==> config.mk <==
export PLATFORM = sky130hd
export DESIGN_NAME = entropy_collector
export DESIGN_NICKNAME = d
export VERILOG_FILES = /design/src/rtl/entcol_pkg.sv /design/src/rtl/entcol_sync.sv /design/src/rtl/entcol_timer.sv /design/src/rtl/entcol_packer.sv /design/src/rtl/entropy_collector.sv
export SDC_FILE = /design/constraint.sdc
export NUM_CORES = 1
export LEC_CHECK = 0
export BUFFER_PORTS_ARGS = -buffer_cell sky130_fd_sc_hd__buf_2
export CORE_UTILIZATION = 39
export CTS_BUF_LIST = sky130_fd_sc_hd__clkbuf_4
export CTS_CLUSTER_DIAMETER = 30
export DETAILED_ROUTE_END_ITERATION = 10
export HOLD_SLACK_MARGIN = 0.03
export PLACE_DENSITY_LB_ADDON = 0.05
export SLEW_MARGIN = 40
export SYNTH_ARGS = -nofsm -noshare
export SYNTH_HDL_FRONTEND = slang
export SYNTH_SLANG_ARGS = --single-unit
==> constraint.sdc <==
create_clock -name clk -period 5 [get_ports clk]
set_clock_uncertainty 0.05 [all_clocks]
set_input_delay 0.25 -clock clk [delete_from_list [all_inputs] [get_ports clk]]
set_output_delay 0.25 -clock clk [all_outputs]
set_load 0.02 [all_outputs]
==> src/rtl/entcol_pkg.sv <==
package entcol_pkg;
  localparam int WORD_W    = 32;
  localparam int MAX_WORDS = 8;
  localparam int CTL_W     = 6;
  localparam int MASK_LSB  = 16;

  localparam int OFS_CTL    = 'h400;
  localparam int OFS_PERIOD = 'h404;
  localparam int OFS_DATA0  = 'h410;

  // start is bit 0, enable bit 1, speed bits 3:2, length bits 5:4
  typedef struct packed {
    logic [1:0] len;
    logic [1:0] speed;
    logic       enable;
    logic       start;
  } ctl_t;
endpackage

==> src/rtl/entcol_sync.sv <==
module entcol_sync #(
  parameter int STAGES = 2
) (
  input  logic clk,
  input  logic rst,
  input  logic d,
  output logic q
);
  logic [STAGES-1:0] chain_q;

  always_ff @(posedge clk) begin
    if (rst) chain_q <= '0;
    else     chain_q <= {chain_q[STAGES-2:0], d};
  end

  assign q = chain_q[STAGES-1];
endmodule

==> src/rtl/entcol_timer.sv <==
module entcol_timer #(
  parameter int CNT_W = 32,
  parameter int IDX_W = 9
) (
  input  logic             clk,
  input  logic             rst,
  input  logic             run,
  input  logic [CNT_W-1:0] period,
  input  logic [IDX_W-1:0] nbits,
  output logic             cap,
  output logic [IDX_W-1:0] cap_idx,
  output logic             filled
);
  logic [CNT_W-1:0] cyc_q;
  logic [IDX_W-1:0] idx_q;
  logic [CNT_W-1:0] last;

  // a period of zero behaves as one cycle
  assign last    = (period == '0) ? '0 : period - 1'b1;
  assign filled  = run && (idx_q >= nbits);
  assign cap     = run && !filled && (cyc_q >= last);
  assign cap_idx = idx_q;

  always_ff @(posedge clk) begin
    if (rst || !run) begin
      cyc_q <= '0;
      idx_q <= '0;
    end else if (cap) begin
      cyc_q <= '0;
      idx_q <= idx_q + 1'b1;
    end else if (!filled) begin
      cyc_q <= cyc_q + 1'b1;
    end
  end
endmodule

==> src/rtl/entcol_packer.sv <==
module entcol_packer #(
  parameter int WORD_W = 32,
  parameter int NWORDS = 8,
  parameter int IDX_W  = 9,
  parameter int NW_W   = 4
) (
  input  logic                     clk,
  input  logic                     rst,
  input  logic                     cap,
  input  logic [IDX_W-1:0]         cap_idx,
  input  logic                     bit_in,
  input  logic                     commit,
  input  logic [NW_W-1:0]          nwords_used,
  output logic [NWORDS*WORD_W-1:0] words
);
  localparam int BIT_W = $clog2(WORD_W);
  localparam int SEL_W = IDX_W - BIT_W;

  logic [BIT_W-1:0] bitpos;
  assign bitpos = BIT_W'(WORD_W - 1) - cap_idx[BIT_W-1:0];

  for (genvar w = 0; w < NWORDS; w++) begin : g_word
    logic [WORD_W-1:0] shadow_q;
    logic [WORD_W-1:0] held_q;

    always_ff @(posedge clk) begin
      if (rst) begin
        shadow_q <= '0;
        held_q   <= '0;
      end else begin
        if (cap && cap_idx[IDX_W-1:BIT_W] == SEL_W'(w))
          shadow_q[bitpos] <= bit_in;
        if (commit && nwords_used > NW_W'(w))
          held_q <= shadow_q;
      end
    end

    assign words[w*WORD_W +: WORD_W] = held_q;
  end
endmodule

==> src/rtl/entropy_collector.sv <==
module entropy_collector
  import entcol_pkg::*;
#(
  parameter int ADDR_W      = 12,
  parameter int CNT_W       = 32,
  parameter int SYNC_STAGES = 2
) (
  input  logic              clk,
  input  logic              rst,
  input  logic              reg_wr,
  input  logic              reg_rd,
  input  logic [ADDR_W-1:0] reg_addr,
  input  logic [31:0]       reg_wdata,
  output logic [31:0]       reg_rdata,
  input  logic              entropy_in,
  output logic [1:0]        osc_speed
);
  localparam int MAX_BITS = MAX_WORDS * WORD_W;
  localparam int LEN_STEP = MAX_BITS / 4;
  localparam int IDX_W    = $clog2(MAX_BITS + 1);
  localparam int NW_W     = $clog2(MAX_WORDS + 1);
  localparam int SEL_W    = $clog2(MAX_WORDS);
  localparam int SPAN     = MAX_WORDS * 4;

  ctl_t                      ctl_q, ctl_next;
  logic [CNT_W-1:0]          period_q;
  logic [31:0]               rdata_q, rd_mux;
  logic                      wr_ctl, wr_period, run, cap, filled, bit_sync;
  logic [IDX_W-1:0]          cap_idx, nbits;
  logic [NW_W-1:0]           nwords;
  logic [MAX_WORDS*WORD_W-1:0] data_words;
  logic [CTL_W-1:0]          cur, wmask, wval;
  logic [ADDR_W-1:0]         doff;
  logic                      in_data;
  logic                      start_bit, enable_bit;
  logic                      unused_wdata;

  assign unused_wdata = ^{reg_wdata[31:MASK_LSB+CTL_W], reg_wdata[MASK_LSB-1:CTL_W]};

  assign wr_ctl    = reg_wr && (reg_addr == ADDR_W'(OFS_CTL));
  assign wr_period = reg_wr && (reg_addr == ADDR_W'(OFS_PERIOD));

  assign cur   = ctl_q;
  assign wmask = reg_wdata[MASK_LSB +: CTL_W];
  assign wval  = reg_wdata[CTL_W-1:0];

  always_comb begin
    ctl_next = ctl_q;
    if (wr_ctl)
      ctl_next = ctl_t'((cur & ~wmask) | (wval & wmask));
    else if (ctl_q.start && (!ctl_q.enable || filled))
      ctl_next.start = 1'b0;
  end

  always_ff @(posedge clk) begin
    if (rst) begin
      ctl_q    <= '0;
      period_q <= '0;
    end else begin
      ctl_q <= ctl_next;
      if (wr_period) period_q <= reg_wdata[CNT_W-1:0];
    end
  end

  assign run        = ctl_q.start && ctl_q.enable;
  assign nbits      = IDX_W'((int'(ctl_q.len) + 1) * LEN_STEP);
  assign nwords     = NW_W'((int'(ctl_q.len) + 1) * (MAX_WORDS / 4));
  assign osc_speed  = ctl_q.speed;
  assign start_bit  = ctl_q.start;
  assign enable_bit = ctl_q.enable;

  entcol_sync #(.STAGES(SYNC_STAGES)) u_sync (
    .clk (clk),
    .rst (rst),
    .d   (entropy_in),
    .q   (bit_sync)
  );

  entcol_timer #(.CNT_W(CNT_W), .IDX_W(IDX_W)) u_timer (
    .clk     (clk),
    .rst     (rst),
    .run     (run),
    .period  (period_q),
    .nbits   (nbits),
    .cap     (cap),
    .cap_idx (cap_idx),
    .filled  (filled)
  );

  entcol_packer #(.WORD_W(WORD_W), .NWORDS(MAX_WORDS), .IDX_W(IDX_W), .NW_W(NW_W)) u_pack (
    .clk         (clk),
    .rst         (rst),
    .cap         (cap),
    .cap_idx     (cap_idx),
    .bit_in      (bit_sync),
    .commit      (filled),
    .nwords_used (nwords),
    .words       (data_words)
  );

  assign doff    = reg_addr - ADDR_W'(OFS_DATA0);
  assign in_data = (reg_addr >= ADDR_W'(OFS_DATA0)) && (doff < ADDR_W'(SPAN))
                   && (doff[1:0] == 2'b00);

  always_comb begin
    rd_mux = '0;
    if (reg_addr == ADDR_W'(OFS_CTL))
      rd_mux = 32'(cur);
    else if (reg_addr == ADDR_W'(OFS_PERIOD))
      rd_mux = 32'(period_q);
    else if (in_data)
      rd_mux = data_words[int'(doff[SEL_W+1:2])*WORD_W +: WORD_W];
  end

  always_ff @(posedge clk) begin
    if (rst)         rdata_q <= '0;
    else if (reg_rd) rdata_q <= rd_mux;
  end

  assign reg_rdata = rdata_q;
endmodule

==> metrics.md <==
| Metric | Value |
|---|---|
| Num CTS Buffers | `180` |
| Yosys warns | `0` |
| Power share of the clock group | `0.479` |
| Routed vias | `25.0k` |
| Yosys top cell area share | `0.448` |
| Row count | `97` |
| Register area | `0.0125 mm^2` |
| Synth Flop Type | `dfxtp_1` |
| Path type of the worst min-delay path | `input pin to flip-flop` |
| Slew headroom | `0.445` |
| PortBufs | `82` |
| Setup Viol. Count Final | `0` |
| Syn_nets | `3400` |
| Leakage | `0.0123 uW` |
| Max Clock Freq | `0.214 GHz` |
| # Post-CTS Setup Buffers | `0` |
| WL per Instance | `21.9 um` |
| Initial antenna violation count | `3` |
| Slew Viols, Final | `0` |
| Post-synth top cells | `nand2_1, dfxtp_1, a21oi_1, nand3_1, mux2i_1` |
| Mean post-synth cell area | `8.45 um^2` |
| Clock buffer depth | `3` |
| Routed Antenna Nets | `0` |
| WS Path Type | `flip-flop to flip-flop` |
| Largest net degree at the start of global routing | `93` |
| Grt ovf | `0` |
| RSZ-0062 raised after global routing | `false` |
| Vias in the first global route | `24.6k` |
| Layout cells sized above 1 | `0.155` |
| Netlist cell types | `61` |
| Worst-path clk slew | `0.06 ns` |
| Seq pwr share | `0.488` |
| Max Cap Violations | `0` |
| H-tree levels | `4` |
| IO Pins | `83` |
| Worst Tran Pin Value | `0.833 ns` |
| Internal | `7750 uW` |
| Post-synth EDFFs | `0` |
| Starting Density | `0.397` |
| Peak VDD IR | `0.134 mV` |
| Sequential area share after synthesis | `0.448` |
| Worst path arrival time | `5.53 ns` |
| Sw Share | `0.243` |
| Synthesized flop and latch total | `625` |
| Setup TNS Final | `0 ns` |
| Filler cell count | `6999` |
| Die footprint | `0.0727 mm^2` |
| Synth area leader | `dfxtp_1` |
| Mapped cell area | `0.0279 mm^2` |
| Top cells by area, synth | `dfxtp_1, nand2_1, mux2i_1` |
| Worst EP required | `5.85 ns` |
| CTS tree | `done` |
| Sw Pwr | `2490 uW` |
| Worst setup EP type | `flip-flop` |
| Period Utilization, post-route | `0.935` |
| Multi-input logic area | `0.0142 mm^2` |
| Clock root buffer | `clkbuf_4` |
| Via density | `5.53` |
| CP Max Fanout | `35` |
| Clock sinks | `625` |
| Die X | `270 um` |
| Post-synthesis cell count | `3303` |
| Detail Placement HPWL | `60.2 mm` |
| Post-synthesis async set-or-reset flop share | `0` |
| Global-route wire length before repair | `151 mm` |
| WL final | `99.0 mm` |
| 1st-iter DRT viols | `1900` |
| Status | `completed` |
| Core Area | `0.0704 mm^2` |
| Overall Power | `10200 uW` |
| DIE HEIGHT | `270 um` |
| Area Growth Syn to Fin | `16.5%` |
| Fin crit period | `4.68 ns` |
| DRC violations left | `0` |
| DRT Pass-1 Iters | `6` |
| Comb pwr share | `0.033` |
| CP startpoint kind | `flip-flop` |
| Skew-Pair Late Insertion Delay | `1.05 ns` |
| Nets | `3550` |
| GRT Util Overall | `0.269` |
| Final hold vios | `0` |
| Gpl congestion | `0.856` |
| Count leader, synth | `nand2_1` |
| PD cells | `315 mW/mm^2` |
-- flip-flops by register name, summed over array words and instances, names as in the netlist, named ones only --
register and count:
u_timer.cyc_q 32, u_pack.g_word.shadow_q 256, u_sync.chain_q 2, period_q 32, u_pack.g_word.held_q 256, start_bit 1, reg_rdata 32, u_timer.cap_idx 9
-- path summary, 6_finish.rpt --
| check | startpoint | endpoint | cells after the start | slack [ns] |
|---|---|---|---|---|
| hold reg to reg | u_pack.g_word[7].shadow_q[14]$_SDFFE_PP0P_ | u_pack.g_word[7].held_q[14]$_SDFFE_PP0P_ | 2 | 0.35 |
| setup reg to reg | period_q[8]$_SDFFE_PP0P_ | u_pack.g_word[6].shadow_q[6]$_SDFFE_PP0P_ | 16 | 0.32 |
| hold / removal | reg_addr[2] | reg_rdata[22]$_SDFFE_PP0P_ | 5 | 0.16 |
| setup / recovery | period_q[8]$_SDFFE_PP0P_ | u_pack.g_word[6].shadow_q[6]$_SDFFE_PP0P_ | 16 | 0.32 |
-- placed cells by master (no fill, tap or decap), types with 13 or more instances in the layout --
master and count:
nand2_1 952, dfxtp_1 625, a21oi_1 316, clkbuf_4 255, nand3_1 212, mux2i_1 185, nor2_1 133, dlygate4sd3_1 106
buf_2 78, mux4_2 64, o31ai_1 60, ha_1 48, buf_4 47, a211oi_1 36, o311ai_0 36, xor2_1 30
o211ai_1 30, clkinv_1 28, nor4_1 27, a22oi_1 27, xnor2_1 26, nor3_1 22, inv_1 21, a31o_2 19
nand4_1 16, buf_12 14, and2_1 13
-- power by group through the flow --
stage                     Combinational [uW]  Clock, uW  Sequential (uW)
after global placement                   279          0             5110
final                                    336       4910             5000
after floorplan                          156          0             5120
after detailed placement                 288          0             5110
after CTS                                334       5050             5000
after global routing                     355       5330             5000
-- repair_timing --
| action | CTS | global route |
|---|---|---|
| hold endpoints to repair | 218 | 0 |
| hold buffers | 106 | 0 |
| gates resized for setup | 0 | 3 |
| endpoints found under the setup margin | 0 | 7 |
-- through the flow --
| step | setup WS (ns) | cell area [um^2] | util | hold WS [ns] | std cells |
|---|---|---|---|---|---|
| floorplan | 0.767 | 27900 | - | 0.328 | 3303 |
| global placement | 0.306 | 29000 | 0.412 | 0.385 | 4101 |
| detailed placement | 0.303 | 29100 | 0.414 | 0.386 | 4105 |
| CTS | 0.268 | 32500 | 0.461 | 0.0430 | 4519 |
| global route | 0.0201 | 32500 | 0.462 | 0.156 | 4520 |
| finish | 0.323 | 32500 | 0.462 | 0.162 | 4523 |
-- worst max-delay path: stages, from the launching register on --
cell	delay (ns)
dfxtp_1	0.37
or4_4	0.60
nor4_4	0.35
nand2_2	0.16
nor4_4	0.40
nand2_1	0.12
nor3b_1	0.19
a21oi_1	0.10
ha_1	0.34
nand4_1	0.15
nor3_1	0.21
a221oi_1	0.14
a21oi_1	0.33
a21o_4	0.39
buf_12	0.25
nand3_1	0.10
a31o_2	0.27
-- layer usage --
layer | routed length, um | vias to the layer above | track usage | part of all wire
li1 | - | 11800 | - | -
met4 | 2580 | 0 | 0.0909 | 0.026
met2 | 45700 | 788 | 0.433 | 0.46
met3 | 5680 | 185 | 0.0546 | 0.057
met1 | 45100 | 12200 | 0.359 | 0.46
met5 | 0 | - | 0 | 0
-- area by class of cell --
cell class              instances  share of cell area
clock buffers                 255              0.0589
multi-input cells            2371               0.437
inverters                      22             0.00277
clock inverters                53              0.0119
diodes                          4            0.000308
repair buffers                253              0.0680
well taps                     940              0.0362
flip-flops and latches        625               0.385
-- logic make-up after synthesis --
family,synth area share
xor+xnor,0.0176
mux,0.118
compound gates,0.125
simple gates,0.221
fa+ha+maj,0.0215
buf+inv,0.0490
flops,0.448
Power figures use the tool's default switching activity.
